File: config.mk
export PLATFORM = sky130hd
export DESIGN_NAME = cardsense_irq
export DESIGN_NICKNAME = d
export VERILOG_FILES = /design/src/rtl/cardsense_pkg.sv /design/src/rtl/cardsense_sync.sv /design/src/rtl/cardsense_debounce.sv /design/src/rtl/cardsense_regs.sv /design/src/rtl/cardsense_irq.sv
export SDC_FILE = /design/constraint.sdc
export NUM_CORES = 1
export LEC_CHECK = 0
export BUFFER_PORTS_ARGS = -buffer_cell sky130_fd_sc_hd__buf_2
export CAP_MARGIN = 5
export CORE_UTILIZATION = 42
export CTS_BUF_LIST = sky130_fd_sc_hd__clkbuf_8
export CTS_CLUSTER_DIAMETER = 200
export DETAILED_ROUTE_END_ITERATION = 8
export GPL_TIMING_DRIVEN = 0
export MAX_ROUTING_LAYER = met4
export PLACE_DENSITY = 0.88
export SLEW_MARGIN = 40
export SYNTH_ARGS = -nofsm -noshare
export SYNTH_HDL_FRONTEND = slang
export SYNTH_HIERARCHICAL = 1
export SYNTH_SLANG_ARGS = --single-unit
File: constraint.sdc
create_clock -name clk_i -period 1.8 [get_ports clk_i]
set_input_delay 0.27 -clock clk_i [delete_from_list [all_inputs] [get_ports clk_i]]
set_output_delay 0.27 -clock clk_i [all_outputs]
set_load 0.1 [all_outputs]
File: src/rtl/cardsense_pkg.sv
package cardsense_pkg;
  // Register field positions: software decodes these, so they are fixed.
  localparam int unsigned INS_EN_BIT  = 0;
  localparam int unsigned INS_REQ_BIT = 1;
  localparam int unsigned REM_EN_BIT  = 2;
  localparam int unsigned REM_REQ_BIT = 3;
  localparam int unsigned FIELD_BITS  = 4;

  typedef struct packed {
    logic rem_en;
    logic ins_en;
  } arm_t;
endpackage

File: src/rtl/cardsense_sync.sv
// Multi-stage flop chain; resets to zero asynchronously.
module cardsense_sync #(
  parameter int unsigned STAGES = 2
) (
  input  logic clk_i,
  input  logic rst_ni,
  input  logic d_i,
  output logic q_o
);
  logic [STAGES-1:0] chain_q;
  logic [STAGES-1:0] chain_d;

  generate
    if (STAGES > 1) begin : g_multi
      assign chain_d = {chain_q[STAGES-2:0], d_i};
    end else begin : g_single
      assign chain_d = d_i;
    end
  endgenerate

  always_ff @(posedge clk_i or negedge rst_ni) begin
    if (!rst_ni) chain_q <= '0;
    else         chain_q <= chain_d;
  end

  assign q_o = chain_q[STAGES-1];
endmodule

File: src/rtl/cardsense_debounce.sv
// Accepts a new level after it has been stable for STABLE_CYCLES cycles.
module cardsense_debounce #(
  parameter int unsigned STABLE_CYCLES = 16
) (
  input  logic clk_i,
  input  logic rst_ni,
  input  logic level_i,
  output logic valid_o,
  output logic state_o
);
  localparam int unsigned CNT_W = (STABLE_CYCLES > 1) ? $clog2(STABLE_CYCLES) : 1;
  localparam logic [CNT_W-1:0] LAST = CNT_W'(STABLE_CYCLES - 1);

  logic             cand_q, cand_d;
  logic             state_q, state_d;
  logic             valid_q, valid_d;
  logic [CNT_W-1:0] cnt_q, cnt_d;
  logic             pending;
  logic             moved;
  logic             at_last;

  assign pending = !valid_q || (cand_q != state_q);
  assign moved   = (level_i != cand_q);
  assign at_last = (cnt_q == LAST);

  always_comb begin
    cand_d  = cand_q;
    state_d = state_q;
    valid_d = valid_q;
    cnt_d   = cnt_q;
    if (moved) begin
      cand_d = level_i;
      cnt_d  = '0;
    end else if (pending) begin
      if (at_last) begin
        state_d = cand_q;
        valid_d = 1'b1;
        cnt_d   = '0;
      end else begin
        cnt_d = cnt_q + 1'b1;
      end
    end
  end

  always_ff @(posedge clk_i or negedge rst_ni) begin
    if (!rst_ni) begin
      cand_q  <= 1'b0;
      state_q <= 1'b0;
      valid_q <= 1'b0;
      cnt_q   <= '0;
    end else begin
      cand_q  <= cand_d;
      state_q <= state_d;
      valid_q <= valid_d;
      cnt_q   <= cnt_d;
    end
  end

  assign valid_o = valid_q;
  assign state_o = state_q;

  // the filtered state moves only when a full window has elapsed
  p_commit_after_window_r5: assert property (@(posedge clk_i) disable iff (!rst_ni)
    (state_q != $past(state_q)) |-> ($past(cnt_q) == LAST));

  // the committed value is the level held by the input at that point
  p_commit_value_r5: assert property (@(posedge clk_i) disable iff (!rst_ni)
    (state_q != $past(state_q)) |-> (state_q == $past(level_i)));
endmodule

File: src/rtl/cardsense_regs.sv
// Enable flags, request view and interrupt combination.
module cardsense_regs
  import cardsense_pkg::*;
#(
  parameter int unsigned DATA_W = 32
) (
  input  logic              clk_i,
  input  logic              rst_ni,
  input  logic              wr_i,
  input  logic [DATA_W-1:0] wdata_i,
  input  logic              valid_i,
  input  logic              present_i,
  output logic [DATA_W-1:0] rdata_o,
  output logic              irq_o
);
  arm_t arm_q, arm_d;
  logic ins_req;
  logic rem_req;
  logic unused_wdata;

  assign unused_wdata = ^{wdata_i[DATA_W-1:FIELD_BITS], wdata_i[INS_REQ_BIT], wdata_i[REM_REQ_BIT]};

  always_comb begin
    arm_d = arm_q;
    if (wr_i) begin
      arm_d.ins_en = wdata_i[INS_EN_BIT];
      arm_d.rem_en = wdata_i[REM_EN_BIT];
    end
  end

  always_ff @(posedge clk_i or negedge rst_ni) begin
    if (!rst_ni) arm_q <= '0;
    else         arm_q <= arm_d;
  end

  assign ins_req = valid_i &&  present_i;
  assign rem_req = valid_i && !present_i;

  always_comb begin
    rdata_o              = '0;
    rdata_o[INS_EN_BIT]  = arm_q.ins_en;
    rdata_o[INS_REQ_BIT] = ins_req;
    rdata_o[REM_EN_BIT]  = arm_q.rem_en;
    rdata_o[REM_REQ_BIT] = rem_req;
  end

  assign irq_o = (ins_req && arm_q.ins_en) || (rem_req && arm_q.rem_en);

  // a write loads both enables from their data bits
  p_enable_write_r3: assert property (@(posedge clk_i) disable iff (!rst_ni)
    wr_i |=> (rdata_o[INS_EN_BIT] == $past(wdata_i[INS_EN_BIT])) &&
             (rdata_o[REM_EN_BIT] == $past(wdata_i[REM_EN_BIT])));

  // enables hold without a write
  p_enable_hold_r4: assert property (@(posedge clk_i) disable iff (!rst_ni)
    !wr_i |=> $stable(arm_q));

  // no interrupt while both enables are clear
  p_irq_needs_enable_r6: assert property (@(posedge clk_i) disable iff (!rst_ni)
    irq_o |-> (arm_q.ins_en || arm_q.rem_en));
endmodule

File: src/rtl/cardsense_irq.sv
module cardsense_irq
  import cardsense_pkg::*;
#(
  parameter int unsigned DATA_W          = 32,
  parameter int unsigned DEBOUNCE_CYCLES = 16,
  parameter int unsigned SYNC_STAGES     = 2,
  parameter bit          DETECT_EN       = 1'b1
) (
  input  logic              clk_i,
  input  logic              rst_ni,
  input  logic              reg_wr_i,
  input  logic [DATA_W-1:0] reg_wdata_i,
  output logic [DATA_W-1:0] reg_rdata_o,
  input  logic              card_pin_i,
  output logic              irq_o
);
  generate
    if (DETECT_EN) begin : g_detect
      logic rst_n_int;
      logic pin_sync;
      logic deb_valid;
      logic deb_state;

      // Reset: asserted asynchronously, released on a clock edge
      cardsense_sync #(.STAGES(2)) u_rst_sync (
        .clk_i (clk_i),
        .rst_ni(rst_ni),
        .d_i   (1'b1),
        .q_o   (rst_n_int)
      );

      cardsense_sync #(.STAGES(SYNC_STAGES)) u_pin_sync (
        .clk_i (clk_i),
        .rst_ni(rst_n_int),
        .d_i   (card_pin_i),
        .q_o   (pin_sync)
      );

      cardsense_debounce #(.STABLE_CYCLES(DEBOUNCE_CYCLES)) u_debounce (
        .clk_i  (clk_i),
        .rst_ni (rst_n_int),
        .level_i(pin_sync),
        .valid_o(deb_valid),
        .state_o(deb_state)
      );

      cardsense_regs #(.DATA_W(DATA_W)) u_regs (
        .clk_i    (clk_i),
        .rst_ni   (rst_n_int),
        .wr_i     (reg_wr_i),
        .wdata_i  (reg_wdata_i),
        .valid_i  (deb_valid),
        .present_i(deb_state),
        .rdata_o  (reg_rdata_o),
        .irq_o    (irq_o)
      );

      // the two request flags are never set together
      p_req_exclusive_r2: assert property (@(posedge clk_i) disable iff (!rst_n_int)
        !(reg_rdata_o[INS_REQ_BIT] && reg_rdata_o[REM_REQ_BIT]));
    end else begin : g_absent
      logic unused_in;
      assign unused_in   = ^{clk_i, rst_ni, reg_wr_i, reg_wdata_i, card_pin_i};
      assign reg_rdata_o = '0;
      assign irq_o       = 1'b0;
    end
  endgenerate
endmodule

==> impl_metrics.py <==
metrics = {
    "grt": {
        "met1_usage_pct": 13.89,
        "grt_max_degree": 12,
        "grt_pass1_wl_um": 2035,
        "use_met2_pct": 26.00,
        "grt-busiest-layer": "met2",
        "antenna_found_initial": 0,
        "globalRouteOverflowTotal": 0,
        "track_usage_pct": 14.88,
        "grt_pass1_vias": 502,
        "grt_util_met3_pct": 2.381,
    },
    "power_and_ir_drop": {
        "total_power_w": 0.001127,
        "power.density_nw_per_um2": 1074,
        "vdd_drop_max_v": 0.0007926,
        "leakagePower_nw": 0.5896,
    },
    "route": {
        "vias_per_cell": 4.103,
        "dr.pass1.iters": 4,
        "detail_route.drc_violations": 0,
        "wl_per_cell_um": 9.407,
        "drt-total-wl_um": 1364,
        "drtIter0Drc": 6,
        "vias": 595,
        "ant_nets": 0,
    },
    "timing": {
        "skew_ns": 0.003882,
        "rsz0062_at_grt": "false",
        "slew_viol_final": 0,
        "period_share_pct": 93.37,
        "tns_ns": 0,
        "setup_violations": 0,
        "hold_violations": 0,
        "post-route-min-period_ns": 1.681,
        "fmax_mhz": 595.0,
    },
    "floorplanning": {
        "core_area_sq_um": 1745,
        "rows": 15,
        "die_x_um": 45.56,
        "io_pins": 69,
        "start_util_pct": 45.66,
        "dieArea_sq_um": 2076,
        "die_h_um": 45.56,
    },
    "worst_hold_path": {
        "hp-class": "primary input to flip-flop",
    },
    "clocking": {
        "clockBufferDepth": 2,
        "ctsHtreeMaxLevel": 1,
        "cts_made_buffers": 3,
        "cts-root-buf": "clkbuf_8",
        "tritoncts": "yes",
        "clk_pin_slew_ns": 0.05,
        "clkLatencyLatePin_ns": 0.24,
        "clock-sinks": 13,
        "cts_setup_buffers": 0,
    },
    "flow_run": {
        "drv_cap": 0,
    },
    "worst_setup_path": {
        "startpoint_type": "flip-flop",
        "crit_type": "flip-flop to primary output",
        "crit_buf_inv": 2,
        "worstPathRequired_ns": 1.53,
        "cp_top_family": "flip-flops",
        "slowest_delay_ns": 0.50,
        "crit_arrival_ns": 1.41,
        "end_kind": "primary output",
        "path_cells": "and2_1 > buf_4 > buf_2",
        "path_max_fanout": 9,
        "critPathSlowestCell": "dfrtp_1",
    },
    "cells_and_area": {
        "fin_area_sq_um": 1049,
        "antenna_cells": 0,
        "final_util_pct": 60.07,
        "layout-drive-gt1-share_pct": 44.17,
        "fin_nets": 158,
        "final_common_cell": "buf_4",
        "synthToLayoutAreaGrowth_pct": 31.55,
        "mostFrequentLayoutCells": "buf_4, conb_1, dfrtp_1, buf_2, a21oi_1",
    },
    "yosys": {
        "synth-seq-cells": 13,
        "yosysWarnings": 6,
        "synth_cell_types": 26,
        "synth.yosys.seq_area_share_pct": 40.82,
        "syn_avg_cell_area_sq_um": 10.22,
        "syn_area_sq_um": 797.0,
        "synthCells": 78,
    },
    "placement": {
        "dp_hpwl_um": 1075,
        "port_buffers": 10,
        "detailed_place.area_sq_um": 989.7,
        "place_congestion": 0.7291,
    },
    "outcome": {
        "outcome": "completed",
    },
}
==> cells in the mapped netlist, drive strengths merged <==
master	count	share of area [%]
mux2	2	2.8
a21o	1	0.94
and3	1	0.94
a22o	2	3.3
a21oi	4	2.5
clkbuf	1	0.47
o21a	1	0.94
nand2b	2	1.6
a41o	2	2.7
nor2b	2	1.6
nor2	1	0.47
a31oi	1	0.79
dfrtp	13	41
conb	2	0.94
ha	1	1.6
mux2i	2	2.5
nand3	1	0.63
buf	30	28
and2	1	0.79
o21ai	2	1.3
nand2	3	1.4
nor3	1	0.63
a21boi	1	1.4
nand4	1	0.79
==> timing repair <==
action,4_1_cts,5_1_grt
gates resized for setup,0,1
hold buffers,1,0
endpoints found under the setup margin,0,1
hold endpoints to repair,2,0
==> cells by family (layout without fill, tap and decap cells) <==
family / after synthesis / count (layout) / share of synthesized area, %
AO/OA/AOI/OAI: 14 / 14 / 13.82
adder cells (fa/ha/maj): 1 / 1 / 1.570
buffers and inverters: 31 / 46 / 28.73
flip-flops: 13 / 13 / 40.82
multiplexers: 4 / 4 / 5.337
other: 2 / 29 / 0.9423
AND/OR/NAND/NOR: 13 / 13 / 8.790
==> stage by stage <==
stage                     cells  setup slack [ns]  hold WS [ns]
after floorplan             105            0.1254      -0.02559
after global placement      140            0.3647       0.05544
after detailed placement    140            0.3411       0.05689
after CTS                   145           0.07650        0.1332
after global routing        145           0.02435        0.1296
final                       145            0.1193        0.1361
==> per-layer routing <==
metal	up-vias	part of all wire, %
met5	-	0
met4	0	3.6
met3	7	8.1
met2	40	51
met1	261	37
li1	287	-
==> layout make-up <==
type | instances | area, sq um
Timing Repair Buffer | 11 | 62.56
Multi-Input combinational cell | 61 | 351.6
Clock buffer | 3 | 41.29
Tap cell | 25 | 31.28
Clock inverter | 1 | 5.005
Fill cell | 162 | 696.9
Buffer | 31 | 229.0
Sequential cell | 13 | 327.8
==> report_power, final <==
part	switching (W)	internal (W)	leakage (nW)
logic	0.000362	0.000109	0.409
clock network	0.000104	0.000153	0.0255
registers	0.0000625	0.000336	0.155
==> flip-flops by register name, indices dropped and copies added (netlist names) <==
signal	cells
g_detect.u_debounce/cnt_q	4
g_detect.u_pin_sync/chain_q	2
g_detect.u_regs/rdata_o	2
g_detect.u_rst_sync/chain_q	2
g_detect.u_debounce/cand_q	1
g_detect.u_debounce/state_o	1
g_detect.u_debounce/valid_o	1
==> final timing paths <==
kind | startpoint | to | slack [ns] | cells after the start
worst max register to register | g_detect.u_debounce/state_o$_DFFE_PN0P_ | g_detect.u_debounce/cnt_q[1]$_DFFE_PN0P_ | 0.52 | 3
worst min register to register | g_detect.u_rst_sync/chain_q[1]$_DFF_PN0_ | g_detect.u_debounce/cnt_q[1]$_DFFE_PN0P_ | 0.18 | 0
worst max-delay path | g_detect.u_debounce/state_o$_DFFE_PN0P_ | reg_rdata_o[1] | 0.12 | 3
worst min-delay path | card_pin_i | g_detect.u_pin_sync/chain_q[0]$_DFF_PN0_ | 0.14 | 1
max in group asynchronous | g_detect.u_rst_sync/chain_q[1]$_DFF_PN0_ | g_detect.u_regs/rdata_o[0]$_DFFE_PN0P_ | 1.29 | 0
min in group asynchronous | g_detect.u_rst_sync/chain_q[1]$_DFF_PN0_ | g_detect.u_debounce/cnt_q[1]$_DFFE_PN0P_ | 0.18 | 0
Note: power is estimated with default switching activity, not from simulation.
